--- src/rtl/devid_pkg.sv ---
package devid_pkg;

    localparam int ADDR_W   = 12;
    localparam int BANK_W   = 2;
    localparam int DQ_W     = 8;
    localparam int MODE_BIT = 10;

    localparam logic [BANK_W-1:0] EXT_BANK  = 2'b01;
    localparam logic [3:0]        VENDOR    = 4'b0010;
    localparam logic [3:0]        REVISION  = 4'b0011;
    localparam logic [DQ_W-1:0]   IDLE_BYTE = {DQ_W{1'b1}};

    typedef enum logic [1:0] {
        ID_OFF,
        ID_RAMP_ON,
        ID_SHOW,
        ID_RAMP_OFF
    } id_state_e;

    typedef enum logic [1:0] {
        OP_QUIET,
        OP_EXT_SET,
        OP_EXT_CLR,
        OP_OTHER
    } op_kind_e;

    typedef struct packed {
        logic              sel_n;
        logic              row_n;
        logic              col_n;
        logic              wr_n;
        logic [BANK_W-1:0] bank;
        logic              mode_bit;
    } cmd_pins_t;

    function automatic logic [DQ_W-1:0] id_byte();
        return {REVISION, VENDOR};
    endfunction

    function automatic op_kind_e classify(input cmd_pins_t c);
        op_kind_e k;
        if (c.sel_n)
            k = OP_QUIET;
        else if ({c.row_n, c.col_n, c.wr_n} == 3'b111)
            k = OP_QUIET;
        else if ({c.row_n, c.col_n, c.wr_n} == 3'b000 && c.bank == EXT_BANK)
            k = c.mode_bit ? OP_EXT_SET : OP_EXT_CLR;
        else
            k = OP_OTHER;
        return k;
    endfunction

endpackage

--- src/rtl/devid_cmd_decode.sv ---
module devid_cmd_decode
    import devid_pkg::*;
(
    input  cmd_pins_t pins,
    output op_kind_e  op
);
    always_comb begin
        op = classify(pins);
    end
endmodule

--- src/rtl/devid_delay.sv ---
module devid_delay #(
    parameter int MAXV = 4,
    localparam int CW  = (MAXV < 2) ? 1 : $clog2(MAXV + 1)
) (
    input  logic          clk,
    input  logic          rst,
    input  logic          load,
    input  logic [CW-1:0] load_val,
    output logic          done
);
    logic [CW-1:0] cnt;

    always_ff @(posedge clk) begin
        if (rst)
            cnt <= '0;
        else if (load)
            cnt <= load_val;
        else if (cnt != '0)
            cnt <= cnt - 1'b1;
    end

    assign done = (cnt == '0);
endmodule

--- src/rtl/devid_mode_fsm.sv ---
module devid_mode_fsm
    import devid_pkg::*;
#(
    parameter int T_ON  = 4,
    parameter int T_OFF = 3,
    parameter int CW    = 3
) (
    input  logic          clk,
    input  logic          rst,
    input  op_kind_e      op,
    input  logic          done,
    output logic          load,
    output logic [CW-1:0] load_val,
    output logic          bad,
    output id_state_e     state
);
    localparam logic [CW-1:0] ON_LOAD  = CW'(T_ON - 1);
    localparam logic [CW-1:0] OFF_LOAD = CW'(T_OFF - 1);

    id_state_e nxt;

    always_comb begin
        nxt      = state;
        load     = 1'b0;
        load_val = '0;
        bad      = 1'b0;
        unique case (state)
            ID_OFF: begin
                if (op == OP_EXT_SET) begin
                    nxt      = ID_RAMP_ON;
                    load     = 1'b1;
                    load_val = ON_LOAD;
                end
            end
            ID_RAMP_ON: begin
                bad = (op != OP_QUIET);
                if (done)
                    nxt = ID_SHOW;
            end
            ID_SHOW: begin
                if (op == OP_EXT_CLR) begin
                    nxt      = ID_RAMP_OFF;
                    load     = 1'b1;
                    load_val = OFF_LOAD;
                end else begin
                    bad = (op != OP_QUIET);
                end
            end
            ID_RAMP_OFF: begin
                bad = (op != OP_QUIET);
                if (done)
                    nxt = ID_OFF;
            end
            default: nxt = ID_OFF;
        endcase
    end

    always_ff @(posedge clk) begin
        if (rst)
            state <= ID_OFF;
        else
            state <= nxt;
    end
endmodule

--- src/rtl/devid_bus_drive.sv ---
module devid_bus_drive
    import devid_pkg::*;
(
    input  id_state_e       state,
    output logic [DQ_W-1:0] dq,
    output logic            oe
);
    always_comb begin
        oe = (state == ID_SHOW) || (state == ID_RAMP_OFF);
        dq = oe ? id_byte() : IDLE_BYTE;
    end
endmodule

--- src/rtl/devid_readout.sv ---
module devid_readout
    import devid_pkg::*;
#(
    parameter int T_ON  = 4,
    parameter int T_OFF = 3
) (
    input  logic              clk,
    input  logic              rst,
    input  logic              cs_n,
    input  logic              ras_n,
    input  logic              cas_n,
    input  logic              we_n,
    input  logic [BANK_W-1:0] ba,
    input  logic [ADDR_W-1:0] addr,
    output logic [DQ_W-1:0]   dq_out,
    output logic              dq_oe,
    output logic              viol
);
    localparam int LAT_MAX = (T_ON > T_OFF) ? T_ON : T_OFF;
    localparam int CW      = (LAT_MAX < 2) ? 1 : $clog2(LAT_MAX + 1);

    cmd_pins_t     pins;
    op_kind_e      op;
    id_state_e     state;
    logic          load;
    logic [CW-1:0] load_val;
    logic          done;
    logic          bad;
    logic          viol_q;

    // The remaining register fields carried with the write are not used here.
    logic unused_fields;
    assign unused_fields = ^{addr[ADDR_W-1:MODE_BIT+1], addr[MODE_BIT-1:0]};

    assign pins = '{sel_n: cs_n, row_n: ras_n, col_n: cas_n, wr_n: we_n,
                    bank: ba, mode_bit: addr[MODE_BIT]};

    devid_cmd_decode u_dec (
        .pins (pins),
        .op   (op)
    );

    devid_mode_fsm #(.T_ON(T_ON), .T_OFF(T_OFF), .CW(CW)) u_fsm (
        .clk      (clk),
        .rst      (rst),
        .op       (op),
        .done     (done),
        .load     (load),
        .load_val (load_val),
        .bad      (bad),
        .state    (state)
    );

    devid_delay #(.MAXV(LAT_MAX)) u_dly (
        .clk      (clk),
        .rst      (rst),
        .load     (load),
        .load_val (load_val),
        .done     (done)
    );

    devid_bus_drive u_drv (
        .state (state),
        .dq    (dq_out),
        .oe    (dq_oe)
    );

    always_ff @(posedge clk) begin
        if (rst)
            viol_q <= 1'b0;
        else if (bad)
            viol_q <= 1'b1;
    end

    assign viol = viol_q;
endmodule

--- config.mk ---
export PLATFORM = sky130hd
export DESIGN_NAME = devid_readout
export DESIGN_NICKNAME = d
export VERILOG_FILES = /design/src/rtl/devid_pkg.sv /design/src/rtl/devid_cmd_decode.sv /design/src/rtl/devid_delay.sv /design/src/rtl/devid_mode_fsm.sv /design/src/rtl/devid_bus_drive.sv /design/src/rtl/devid_readout.sv
export SDC_FILE = /design/constraint.sdc
export NUM_CORES = 1
export LEC_CHECK = 0
export BUFFER_PORTS_ARGS = -buffer_cell sky130_fd_sc_hd__buf_4
export CAP_MARGIN = 20
export CORE_MARGIN = 5
export CORE_UTILIZATION = 25
export CTS_BUF_LIST = sky130_fd_sc_hd__clkbuf_8
export DETAILED_ROUTE_END_ITERATION = 7
export PLACE_DENSITY_LB_ADDON = 0.15
export SYNTH_ARGS = -nofsm -noshare
export SYNTH_HDL_FRONTEND = slang
export SYNTH_SLANG_ARGS = --single-unit
--- constraint.sdc ---
create_clock -name clk -period 1.3 [get_ports clk]
set_input_delay 0.13 -clock clk [delete_from_list [all_inputs] [get_ports clk]]
set_output_delay 0.13 -clock clk [all_outputs]
set_load 0.02 [all_outputs]
Yosys cells after proc, flatten, opt, wreduce, memory -nomap -nowiden
Index checks and enable logic that the tools add are counted.
Cells by class
  add/subtract/negate cells: 1
  eq/ne operators: 11
  mux-type cells: 20
  reductions and logical operators: 10
Operator list (count)
  $mux W2: 10
  $mux W8: 1
  $pmux W2 S4: 1
  $eq A2 B1 Y1 const B: 3
  $eq A2 B2 Y1 const B: 3
  $logic_not A3 Y1: 2
  $mux W3: 2
  $ne A2 B2 Y1 const B: 3
  $pmux W3 S2: 1
  $pmux W1 S2: 2
  $reduce_and A4 Y1: 1
  $reduce_bool A2 Y1: 2
  $eq A3 B3 Y1 const B: 1
  $mux W1: 3
  $reduce_bool A3 Y1: 1
  $sub A3 B1 Y3 const B: 1
  $logic_not A2 Y1: 1
  $ne A2 B1 Y1 const B: 1
  $reduce_or A2 Y1: 1
  $logic_and A1 B1 Y1: 1
  $logic_or A1 B1 Y1: 1
Storage, ports and cells
  flip-flop bits (word level): 6
  output and inout bits: 10
  logic and storage cells: 45

Logic depth before layout (Yosys ltp)
Gate-level depths: netlist (run 1).
  depth in word-level cells: 9
  mapped depth: 6
  gate-level depth less buffers: 6

By module
From an unflattened synthesis (run 1), not the netlist that was laid out.
Second synthesis, totals
  cells, all modules: 69
  area total of the unflattened synthesis: 606.8 um2
Modules (own cells, without submodules)
  devid_mode_fsm: instances 1, cells an instance 29, area an instance 269.0 um2, sequential area each 40.0 um2
  devid_delay: instances 1, cells an instance 22, area an instance 206.4 um2, sequential area each 60.1 um2
  devid_bus_drive: instances 1, cells an instance 10, area an instance 63.8 um2, sequential area each 0.0 um2
  devid_cmd_decode: instances 1, cells an instance 6, area an instance 37.5 um2, sequential area each 0.0 um2
  devid_readout: instances 1, cells an instance 2, area an instance 30.0 um2, sequential area each 20.0 um2

Worst setup path before layout (run 1)
OpenSTA, ideal clock, no wires.
  path kind: register -> output
  from: register u_fsm.state[0]
  to: output port dq_out[2]
  arrival time: 1444 ps
  data required time: 1170 ps
  slack: -274 ps
  stages on the path, launching flop included: 6
  path buffers: 1
  cells stage by stage: dfxtp_1 inv_1 ha_1 or2_2 inv_1 buf_4
Between the ends
  cells in the longest elaborated chain, start to end: 3
  elaborated cells on any way between the ends: 4
Ends and longest elaborated chain
  from (decl): line devid_mode_fsm.sv:15  | output id_state_e state
  from (signal assigned): line devid_mode_fsm.sv:62  | state <= nxt;
  $eq A2 B2 Y1: line devid_bus_drive.sv:9  | oe = (state == ID_SHOW) || (state == ID_RAMP_OFF);
  $logic_or A1 B1 Y1 (*): line devid_bus_drive.sv:9
  net dq_oe: line devid_readout.sv:16  | output logic dq_oe,
  $mux W8 (*): line devid_bus_drive.sv:10  | dq = oe ? id_byte() : IDLE_BYTE;
  to (decl): line devid_readout.sv:15  | output logic [DQ_W-1:0] dq_out,
The timed path passes the listed nets; every way through them passes the cells marked *.

Worst setup path in the final report (run 1)
  from: register u_fsm.state[1]
  to: output port dq_out[6]
Between the ends
  cells in the longest elaborated chain, start to end: 3
  elaborated cells on any way between the ends: 4
Ends and longest elaborated chain (line)
  $eq A2 B2 Y1: devid_bus_drive.sv:9
  $logic_or A1 B1 Y1 (*): devid_bus_drive.sv:9
  $mux W8 (*): devid_bus_drive.sv:10
Every way passes the cells marked *; elsewhere a longest branch is shown, timed or not.

==> flow_metrics.env, run 1 <==
export IMPL_crit_type="register to output port"
export IMPL_gp_congestion=0.638
export IMPL_worstPathCellList="buf_6 > ha_4 > buf_6 > or2_4 > inv_6 > buf_6"
export IMPL_grt_use_total=0.105
export IMPL_io_buffer_count=15
export IMPL_worstPathMaxFanout=5
export IMPL_critical_path_slowest_cell="dfxtp_2"
export IMPL_clock_skew_ns=0.00122
export IMPL_timing_final_crit_share=1.16
export IMPL_finalSetupViolCount=12
export IMPL_final_nets=115
export IMPL_violations="negative setup slack"
export IMPL_num_rows=16
export IMPL_cts_tree="yes"
export IMPL_cp_top_family="buffers and inverters"
export IMPL_vias_per_cell=4.30
export IMPL_pre_cts_ws_ns=-0.193
export IMPL_path_buf_inv=4
export IMPL_postRouteAntennaNets=0
export IMPL_hold_viol=0
export IMPL_cp_start_kind="register"
export IMPL_hpwl_microns=1000
export IMPL_antenna_cells=0
export IMPL_cts_root_buf="clkbuf_8"
export IMPL_avgSynthCellArea_sq_um=9.09
export IMPL_area_growth_pct=84.5
export IMPL_cp_required_ns=1.17
export IMPL_setup_slack_ns=-0.209
export IMPL_fp_dieW_microns=55.1
export IMPL_finalWirelength_microns=1360
export IMPL_hold_ws_ns=0.126
export IMPL_r2r_start="u_fsm.state[1]"
export IMPL_critPathMostFrequentCell="buf_6"
export IMPL_slew_violations=0
export IMPL_core_area_sq_um=1940
export IMPL_syn_inst=56
export IMPL_grt_pass1_vias=475
export IMPL_via_count=490
export IMPL_synth_edf_count=0
export IMPL_path_clk_slew_ns=0.04
export IMPL_avgRoutedWirePerCell_microns=11.9
export IMPL_synthFlopType="dfxtp_1"
export IMPL_grt_max_degree=7
export IMPL_synth_top_area_frac=0.236
export IMPL_cts_max_path_buffers=2
export IMPL_yosys_area_top_type="dfxtp_1"
export IMPL_min_period_ns=1.51
export IMPL_dp_cells=105
export IMPL_peakVddDrop_v=0.000921
export IMPL_first_pass_iters=4
export IMPL_yosys_register_bits=6
export IMPL_grt_overflow_total=0
export IMPL_floorplan_initialDensity=0.262
export IMPL_clk_latency_ns=0.22
export IMPL_worstHoldStart="rst"
export IMPL_die_h_microns=55.1
export IMPL_synth_cell_types=27
export IMPL_cts_sinks=6
export IMPL_async_flop_share=0
export IMPL_dieArea_sq_um=3040
export IMPL_drv_cap=0
export IMPL_route_detailed_drc=0
export IMPL_cp_data_arrival_time_ns=1.38
export IMPL_fmax_ghz=0.662
export IMPL_ioPinCount=30
export IMPL_drt_iter0_markers=10
export IMPL_cts_max_level=1
export IMPL_postCtsHoldBufs=0
export IMPL_crit_path_start="u_fsm.state[1]"
export IMPL_leakage_nw=0.400
export IMPL_synth_most_common_cell="buf_4"
export IMPL_end_kind="output port"
export IMPL_min_path_type="input pin to register"
export IMPL_grt_first_pass_wirelength_microns=2150
export IMPL_ys_top_cells_by_count="buf_4, dfxtp_1, ha_1, inv_1, a21oi_1"
export IMPL_power_density_nw_per_um2=1040
export IMPL_status="complete, but fails checks"
export IMPL_yosysSeqAreaShare=0.236
export IMPL_antenna_found_initial=0
export IMPL_yosys_top_cells_area="dfxtp_1, ha_1, buf_4, inv_1, a21oi_1"
export IMPL_numCtsBuffers=3
export IMPL_slowest_delay_ns=0.32
export IMPL_synth_area_sq_um=509
export IMPL_layoutNonFillerInstCount=114
export IMPL_rsz0062_at_grt="true"
export IMPL_ys_warn_count=0
export IMPL_drive_gt1_frac=0.667
## cell usage in the layout, fill, tap and decap left out, drive strengths merged, types with 3 or more instances in the layout
cell,instances
conb,3
buf,33
o21ai,3
clkbuf,3
inv,6
dfxtp,6
a21oi,4
ha,6
## power by group
| group | leakage, nW | internal, mW | switching (mW) |
|---|---|---|---|
| sequential | 0.0502 | 0.229 | 0.0176 |
| combinational | 0.328 | 0.244 | 0.204 |
| clock | 0.0216 | 0.199 | 0.0805 |
| total | 0.400 | 0.671 | 0.302 |
## cells by family (layout without fill, tap and decap cells)
| group | Yosys count | count (layout) | share of synthesized area |
|---|---|---|---|
| buf+inv | 13 | 42 | 0.147 |
| mux | 3 | 3 | 0.0614 |
| fa+ha+maj | 6 | 6 | 0.147 |
| simple gates | 11 | 11 | 0.152 |
| other cells | 1 | 3 | 0.00736 |
| compound gates | 15 | 15 | 0.231 |
| xor+xnor | 1 | 1 | 0.0172 |
| flops | 6 | 6 | 0.236 |
## sequential cells by signal, summed over array words and instances, names as in the netlist
register and flops:
u_dly.cnt 3, u_fsm.state 2, viol 1
## cell type report
cell class | count | area (sq um)
multi-input cells | 39 | 425
repair buffers | 33 | 289
well taps | 27 | 33.8
fillers | 187 | 1000
clock buffers | 3 | 41.3
inverters | 6 | 27.5
flip-flops and latches | 6 | 123
## path summary, 6_finish.rpt
check / end / slack (ns) / cells after the start
worst max-delay path: dq_out[6] / -0.21 / 6
worst min-delay path: u_fsm.state[0] / 0.13 / 2
worst max register to register: u_fsm.state[1] / -0.15 / 7
worst min register to register: viol / 0.47 / 2
## metrics by stage
stage	TNS [ns]	utilization	power, mW	instance area [sq um]
6_report	-1.63	0.484	0.974	940
5_1_grt	-2.36	0.484	1.05	940
4_1_cts	-1.57	0.457	0.983	888
3_5_place_dp	-0.983	0.365	0.630	708
3_3_place_gp	-0.866	0.365	0.627	708
2_1_floorplan	-0.0196	-	0.518	524
## metal layers
metal	GRT usage	wire, microns
met5	0	0
met4	0.0243	0
met3	0.0483	76
met2	0.199	809
met1	0.102	476
## what timing repair did
action / CTS / global route
endpoints found under the hold margin: 0 / 0
pin swaps: 5 / 8
buffers inserted: 4 / 2
setup endpoints to repair: 10 / 12
gates resized for setup: 25 / 6
(Power assumes the default switching activity.)
==> inputs of run 2 (changes only) <==
--- a/config.mk
+++ b/config.mk
@@ -5,6 +5,7 @@
 export SDC_FILE = /design/constraint.sdc
 export NUM_CORES = 1
 export LEC_CHECK = 0
+export ABC_AREA = 1
 export BUFFER_PORTS_ARGS = -buffer_cell sky130_fd_sc_hd__buf_4
 export CAP_MARGIN = 20
 export CORE_MARGIN = 5
==> run 2 against run 1 <==
  * The flow now finishes without violations
  * Sequential power increased by 24%
  * Power up 42%
  * Synthesized cell count grew 38%
  * Largest cell class unchanged
  * Largest power group unchanged
  * Highest routed layer unchanged
==> flow_metrics.env, run 2 <==
export IMPL_switchingPower_uw=585
export IMPL_path_clk_slew_ns=0.03
export IMPL_core_area_sq_um=2150
export IMPL_layoutNonFillerInstCount=119
export IMPL_ioPinCount=30
export IMPL_finalSetupViolCount=0
export IMPL_synthFlopType="dfxtp_1"
export IMPL_slew_violations=0
export IMPL_drv_cap=0
export IMPL_pre_cts_ws_ns=0.0189
export IMPL_status="complete, no violations"
export IMPL_yosys_area_top_type="dfxtp_1"
export IMPL_grt_use_total=0.0684
export IMPL_min_period_ns=1.27
export IMPL_async_flop_share=0
export IMPL_worstPathCellList="ha_2 > nor2_4 > inv_1 > buf_4"
export IMPL_final_core_util=0.338
export IMPL_floorplan_initialDensity=0.255
export IMPL_cts_root_buf="clkbuf_8"
export IMPL_grt_overflow_total=0
export IMPL_ys_top_cells_by_count="inv_1, nand2_1, nor2_1, buf_4"
export IMPL_area_growth_pct=32.6
export IMPL_rsz0062_at_grt="true"
export IMPL_p_sw_frac=0.424
export IMPL_critical_path_slowest_cell="dfxtp_2"
export IMPL_fp_dieW_microns=56.8
export IMPL_io_buffer_count=15
export IMPL_layout_commonest_cell="buf_4"
export IMPL_numCtsBuffers=3
export IMPL_synth_top_area_frac=0.219
export IMPL_finalWirelength_microns=1050
export IMPL_ys_warn_count=0
export IMPL_p_int_uw=794
export IMPL_seq_power_share=0.222
export IMPL_synth_area_sq_um=548
export IMPL_hpwl_microns=897
export IMPL_grt_busiest_layer="met2"
export IMPL_dp_cells=115
export IMPL_clk_latency_ns=0.22
export IMPL_comb_power_share=0.586
export IMPL_largest_register_ffs=3
export IMPL_cts_max_path_buffers=2
export IMPL_clkPwrFrac=0.192
export IMPL_cp_required_ns=1.17
export IMPL_postRouteAntennaNets=0
export IMPL_grt_first_pass_wirelength_microns=1760
export IMPL_power_density_nw_per_um2=1900
export IMPL_layout_common_cells="buf_4, inv_1, nor2_1, nand2_1"
export IMPL_grt_max_degree=7
export IMPL_min_path_type="input pin to register"
export IMPL_worstPathMaxFanout=6
export IMPL_drive_gt1_frac=0.396
export IMPL_num_rows=17
export IMPL_synth_cell_types=20
export IMPL_antenna_cells=0
export IMPL_cts_max_level=1
export IMPL_cp_data_arrival_time_ns=1.14
export IMPL_die_h_microns=56.8
export IMPL_post_dp_cell_area_sq_um=653
export IMPL_syn_inst=77
export IMPL_total_power_mw=1.38
export IMPL_fin_setup_tns_ns=0
export IMPL_drt_iter0_markers=9
export IMPL_grt_pass1_vias=430
export IMPL_yosys_register_bits=6
export IMPL_slowest_delay_ns=0.32
export IMPL_dieArea_sq_um=3230
export IMPL_gp_congestion=0.661
export IMPL_yosys_top_cells_area="dfxtp_1, ha_1, inv_1, buf_4, nand2_1"
export IMPL_cp_start_kind="register"
export IMPL_vias_per_cell=4.03
export IMPL_hold_ws_ns=0.0843
export IMPL_route_detailed_drc=0
export IMPL_met1_usage=0.0816
export IMPL_grt_use_met3=0.0322
export IMPL_avgRoutedWirePerCell_microns=8.81
export IMPL_synth_most_common_cell="inv_1"
export IMPL_cts_sinks=6
export IMPL_fin_area_sq_um=727
export IMPL_first_pass_iters=4
export IMPL_synth_edf_count=0
export IMPL_leakage_nw=0.379
export IMPL_antenna_found_initial=0
export IMPL_peakVddDrop_v=0.000934
export IMPL_clock_skew_ns=0.000208
export IMPL_timing_final_crit_share=0.974
export IMPL_crit_type="register to output port"
export IMPL_hold_viol=0
export IMPL_final_nets=119
export IMPL_met2_usage=0.109
export IMPL_end_kind="output port"
export IMPL_cts_tree="yes"
export IMPL_via_count=479
export IMPL_avgSynthCellArea_sq_um=7.12
export IMPL_setup_slack_ns=0.0340
export IMPL_fmax_ghz=0.790
export IMPL_top_register="u_dly.cnt"
export IMPL_yosysSeqAreaShare=0.219
-- run 2: changes by cell type after synthesis, sizes merged, moves of 2 or more --
cell   previous run  this run
nand2             2        13
nor2              2        11
nand3             1         5
xor2              0         2
nand4             1         4
inv               6        16
mux2i             2         0
-- run 2: per-layer routing --
layer	wire length, microns	share of wire
met1	496	0.47
met2	498	0.48
met3	52	0.050
met4	0	0
met5	0	0
-- run 2: area by class of cell --
class | instances | area [sq um]
Tap cell | 28 | 35.0
Multi-Input combinational cell | 50 | 348
Timing Repair Buffer | 16 | 120
Fill cell | 228 | 1420
Clock buffer | 3 | 41.3
Sequential cell | 6 | 123
Inverter | 16 | 60.1
-- run 2: timing repair --
action	CTS	global route
endpoints found under the setup margin	6	8
resized for setup	6	3
setup buffers	1	0
hold buffers	0	0
pin swaps	1	1
-- run 2: worst max-delay path: cells and delay by family (launching register included) --
kind | cells | cell delay [ns]
flops | 1 | 0.32
fa+ha+maj | 1 | 0.23
buf+inv | 2 | 0.20
simple gates | 1 | 0.17
-- run 2: path summary, 6_finish.rpt --
kind	startpoint	to	slack (ns)	cells after the start
worst max register to register	u_fsm.state[0]	u_dly.cnt[1]	0.11	7
worst min register to register	viol	viol	0.48	2
worst min-delay path	rst	u_dly.cnt[0]	0.08	2
worst max-delay path	u_fsm.state[0]	dq_oe	0.03	4
-- run 2: cell families (layout without fill, tap and decap cells) --
kind of cell	Yosys count	count (layout)	synth area share
other	1	3	0.00684
adders and majority gates	6	6	0.137
DFF	6	6	0.219
xor gates and xnor gates	2	2	0.0320
AOI/OAI and AO/OA	6	6	0.0799
buffers and inverters	23	35	0.205
and+or+nand+nor	33	33	0.320
-- run 2: power by group through the flow --
stage / Sequential (mW) / Combinational, mW / Clock, mW
2_1_floorplan: 0.298 / 0.616 / 0
3_3_place_gp: 0.298 / 0.758 / 0
3_5_place_dp: 0.300 / 0.769 / 0
4_1_cts: 0.305 / 0.806 / 0.277
5_1_grt: 0.315 / 0.913 / 0.300
6_report: 0.306 / 0.808 / 0.265
==> inputs of run 3 (changes only) <==
--- a/config.mk
+++ b/config.mk
@@ -8,10 +8,10 @@
 export ABC_AREA = 1
 export BUFFER_PORTS_ARGS = -buffer_cell sky130_fd_sc_hd__buf_4
 export CAP_MARGIN = 20
-export CORE_MARGIN = 5
-export CORE_UTILIZATION = 25
+export CORE_AREA = 5 5 42 44
 export CTS_BUF_LIST = sky130_fd_sc_hd__clkbuf_8
 export DETAILED_ROUTE_END_ITERATION = 7
+export DIE_AREA = 0 0 47 49
 export PLACE_DENSITY_LB_ADDON = 0.15
 export SYNTH_ARGS = -nofsm -noshare
 export SYNTH_HDL_FRONTEND = slang
==> constraint.sdc (replaced) <==
create_clock -name clk -period 1.23 [get_ports clk]
set_input_delay 0.123 -clock clk [delete_from_list [all_inputs] [get_ports clk]]
set_output_delay 0.123 -clock clk [all_outputs]
set_load 0.02 [all_outputs]
==> run 3 against run 2 <==
  * The flow now finishes with violations (negative setup slack)
  * Cell area increased by 7.1%
  * Sequential power up 7.5%
  * Clock power increased by 10%
  * Via count increased by 7.7%
  * Worst setup slack got worse by 0.064 ns
  * Non-clock buffer count grew 3
==> flow_metrics.env, run 3 (same netlist as run 2, synthesis figures left out) <==
export IMPL_status="complete, but fails checks"
export IMPL_violations="negative setup slack"
export IMPL_fin_area_sq_um=778
export IMPL_cts_max_path_buffers=2
export IMPL_timing_final_crit_share=1.02
export IMPL_path_buf_inv=3
export IMPL_cp_data_arrival_time_ns=1.14
export IMPL_finalWirelength_microns=1080
export IMPL_cts_root_buf="clkbuf_8"
export IMPL_drt_iter0_markers=9
export IMPL_r2r_start="u_fsm.state[0]"
export IMPL_min_path_type="input pin to register"
export IMPL_cts_tree="yes"
export IMPL_largest_register_ffs=3
export IMPL_clk_latency_ns=0.22
export IMPL_avgRoutedWirePerCell_microns=9.82
export IMPL_cp_top_family="flip-flops"
export IMPL_ioPinCount=30
export IMPL_min_period_ns=1.26
export IMPL_grt_overflow_total=0
export IMPL_vias_per_cell=4.69
export IMPL_cp_required_ns=1.11
export IMPL_floorplan_initialDensity=0.391
export IMPL_ff2ff_path_depth=8
export IMPL_first_pass_iters=4
export IMPL_rsz0062_at_grt="true"
export IMPL_area_growth_pct=42.0
export IMPL_core_area_sq_um=1400
export IMPL_gp_congestion=0.672
export IMPL_peakVddDrop_v=0.00110
export IMPL_cp_start_kind="register"
export IMPL_regToRegSetupSlack_ns=0.01
export IMPL_whs_endpoint="u_dly.cnt[0]"
export IMPL_worstHoldStart="rst"
export IMPL_post_dp_cell_area_sq_um=658
export IMPL_critPathMostFrequentCell="buf_6"
export IMPL_finalSetupViolCount=5
export IMPL_r2r_end="u_fsm.state[0]"
export IMPL_critical_path_slowest_cell="dfxtp_2"
export IMPL_grt_pass1_vias=457
export IMPL_fmax_ghz=0.794
export IMPL_power_density_nw_per_um2=2050
export IMPL_die_h_microns=49
export IMPL_grt_use_total=0.104
export IMPL_setup_slack_ns=-0.0298
export IMPL_holdPathStages=2
export IMPL_layout_commonest_cell="buf_4"
export IMPL_slowest_delay_ns=0.32
export IMPL_n_fill_cell=157
export IMPL_end_kind="output port"
export IMPL_top_register="u_dly.cnt"
export IMPL_cts_sinks=6
export IMPL_final_core_util=0.555
export IMPL_worstPathCellList="buf_6 > ha_4 > nor2_4 > inv_2 > buf_6"
export IMPL_grt_first_pass_wirelength_microns=1780
export IMPL_antenna_found_initial=0
export IMPL_path_clk_slew_ns=0.04
export IMPL_numCtsBuffers=3
export IMPL_via_count=516
export IMPL_final_nets=122
export IMPL_grt_max_degree=7
export IMPL_drv_cap=0
export IMPL_worstPathMaxFanout=6
export IMPL_antenna_cells=0
export IMPL_route_detailed_drc=0
export IMPL_slew_violations=0
export IMPL_num_rows=14
export IMPL_io_buffer_count=15
export IMPL_postRouteAntennaNets=0
export IMPL_leakage_nw=0.398
export IMPL_hold_viol=0
export IMPL_dieArea_sq_um=2300
export IMPL_hpwl_microns=886
export IMPL_clock_skew_ns=0.00210
export IMPL_layout_common_cells="buf_4, inv_1, nand2_1"
export IMPL_fp_dieW_microns=47
export IMPL_crit_type="register to output port"
export IMPL_cts_max_level=1
export IMPL_drive_gt1_frac=0.468
## run 3: cell count changes in the layout (fill, tap and decap cells not counted), sizes merged
cell / before / now
buf: 16 / 19
## run 3: power breakdown
| part | leakage, nW | switching (mW) | internal (mW) | total (mW) |
|---|---|---|---|---|
| clock | 0.0216 | 0.0816 | 0.210 | 0.292 |
| sequential | 0.0505 | 0.0535 | 0.275 | 0.329 |
| combinational | 0.326 | 0.539 | 0.435 | 0.975 |
| total | 0.398 | 0.674 | 0.921 | 1.60 |
## run 3: timing repair
action / 4_1_cts / 5_1_grt
buffers inserted: 2 / 0
hold buffers: 0 / 0
pin swaps: 3 / 6
setup endpoints to repair: 8 / 11
gates resized for setup: 13 / 7
cloned: 0 / 0
## run 3: worst register-to-register path, delay by kind of cell, from the launching register on
family                   cells  cell delay (ns)
AO/OA/AOI/OAI                1             0.17
AND/OR/NAND/NOR              3             0.24
flip-flops                   1             0.32
adder cells (fa/ha/maj)      1             0.16
buffers and inverters        3             0.27
## run 3: how the worst max path moves through the flow
stage,slack (ns),cells after the start,to,startpoint
3_5_place_dp,-0.007,8,u_fsm.state[0],u_dly.cnt[0]
6_report,-0.03,5,dq_oe,u_fsm.state[0]
3_3_place_gp,-0.007,6,u_dly.cnt[1],u_fsm.state[0]
2_1_floorplan,0.05,4,dq_out[2],u_fsm.state[0]
4_1_cts,-0.04,5,dq_oe,u_fsm.state[0]
5_1_grt,-0.09,4,dq_out[2],u_fsm.state[0]
## run 3: layout make-up
type                    instances  area, sq um  share of cell area
multi-input cells              50          374               0.481
repair buffers                 19          158               0.203
flip-flops and latches          6          125               0.161
inverters                      16         60.1              0.0772
clock buffers                   3         41.3              0.0531
well taps                      16         20.0              0.0257
## run 3: per-stage QoR
| step | hold slack, ns | instances | worst slack (ns) | TNS (ns) | power (mW) |
|---|---|---|---|---|---|
| after floorplan | 0.192 | 79 | 0.0463 | 0 | 0.975 |
| after global placement | 0.303 | 105 | -0.00654 | -0.00654 | 1.14 |
| after detailed placement | 0.306 | 105 | -0.00668 | -0.00924 | 1.16 |
| after CTS | 0.0721 | 110 | -0.0382 | -0.196 | 1.56 |
| after global routing | 0.0779 | 110 | -0.0880 | -0.653 | 1.75 |
| final | 0.0730 | 110 | -0.0298 | -0.141 | 1.60 |
## run 3: layer usage
metal  up-vias  GRT usage  part of all wire
met5         -          0                 0
met1       233      0.117              0.38
met4         0     0.0276                 0
met2        22      0.165              0.50
met3         0     0.0590              0.12
li1        261          -                 -
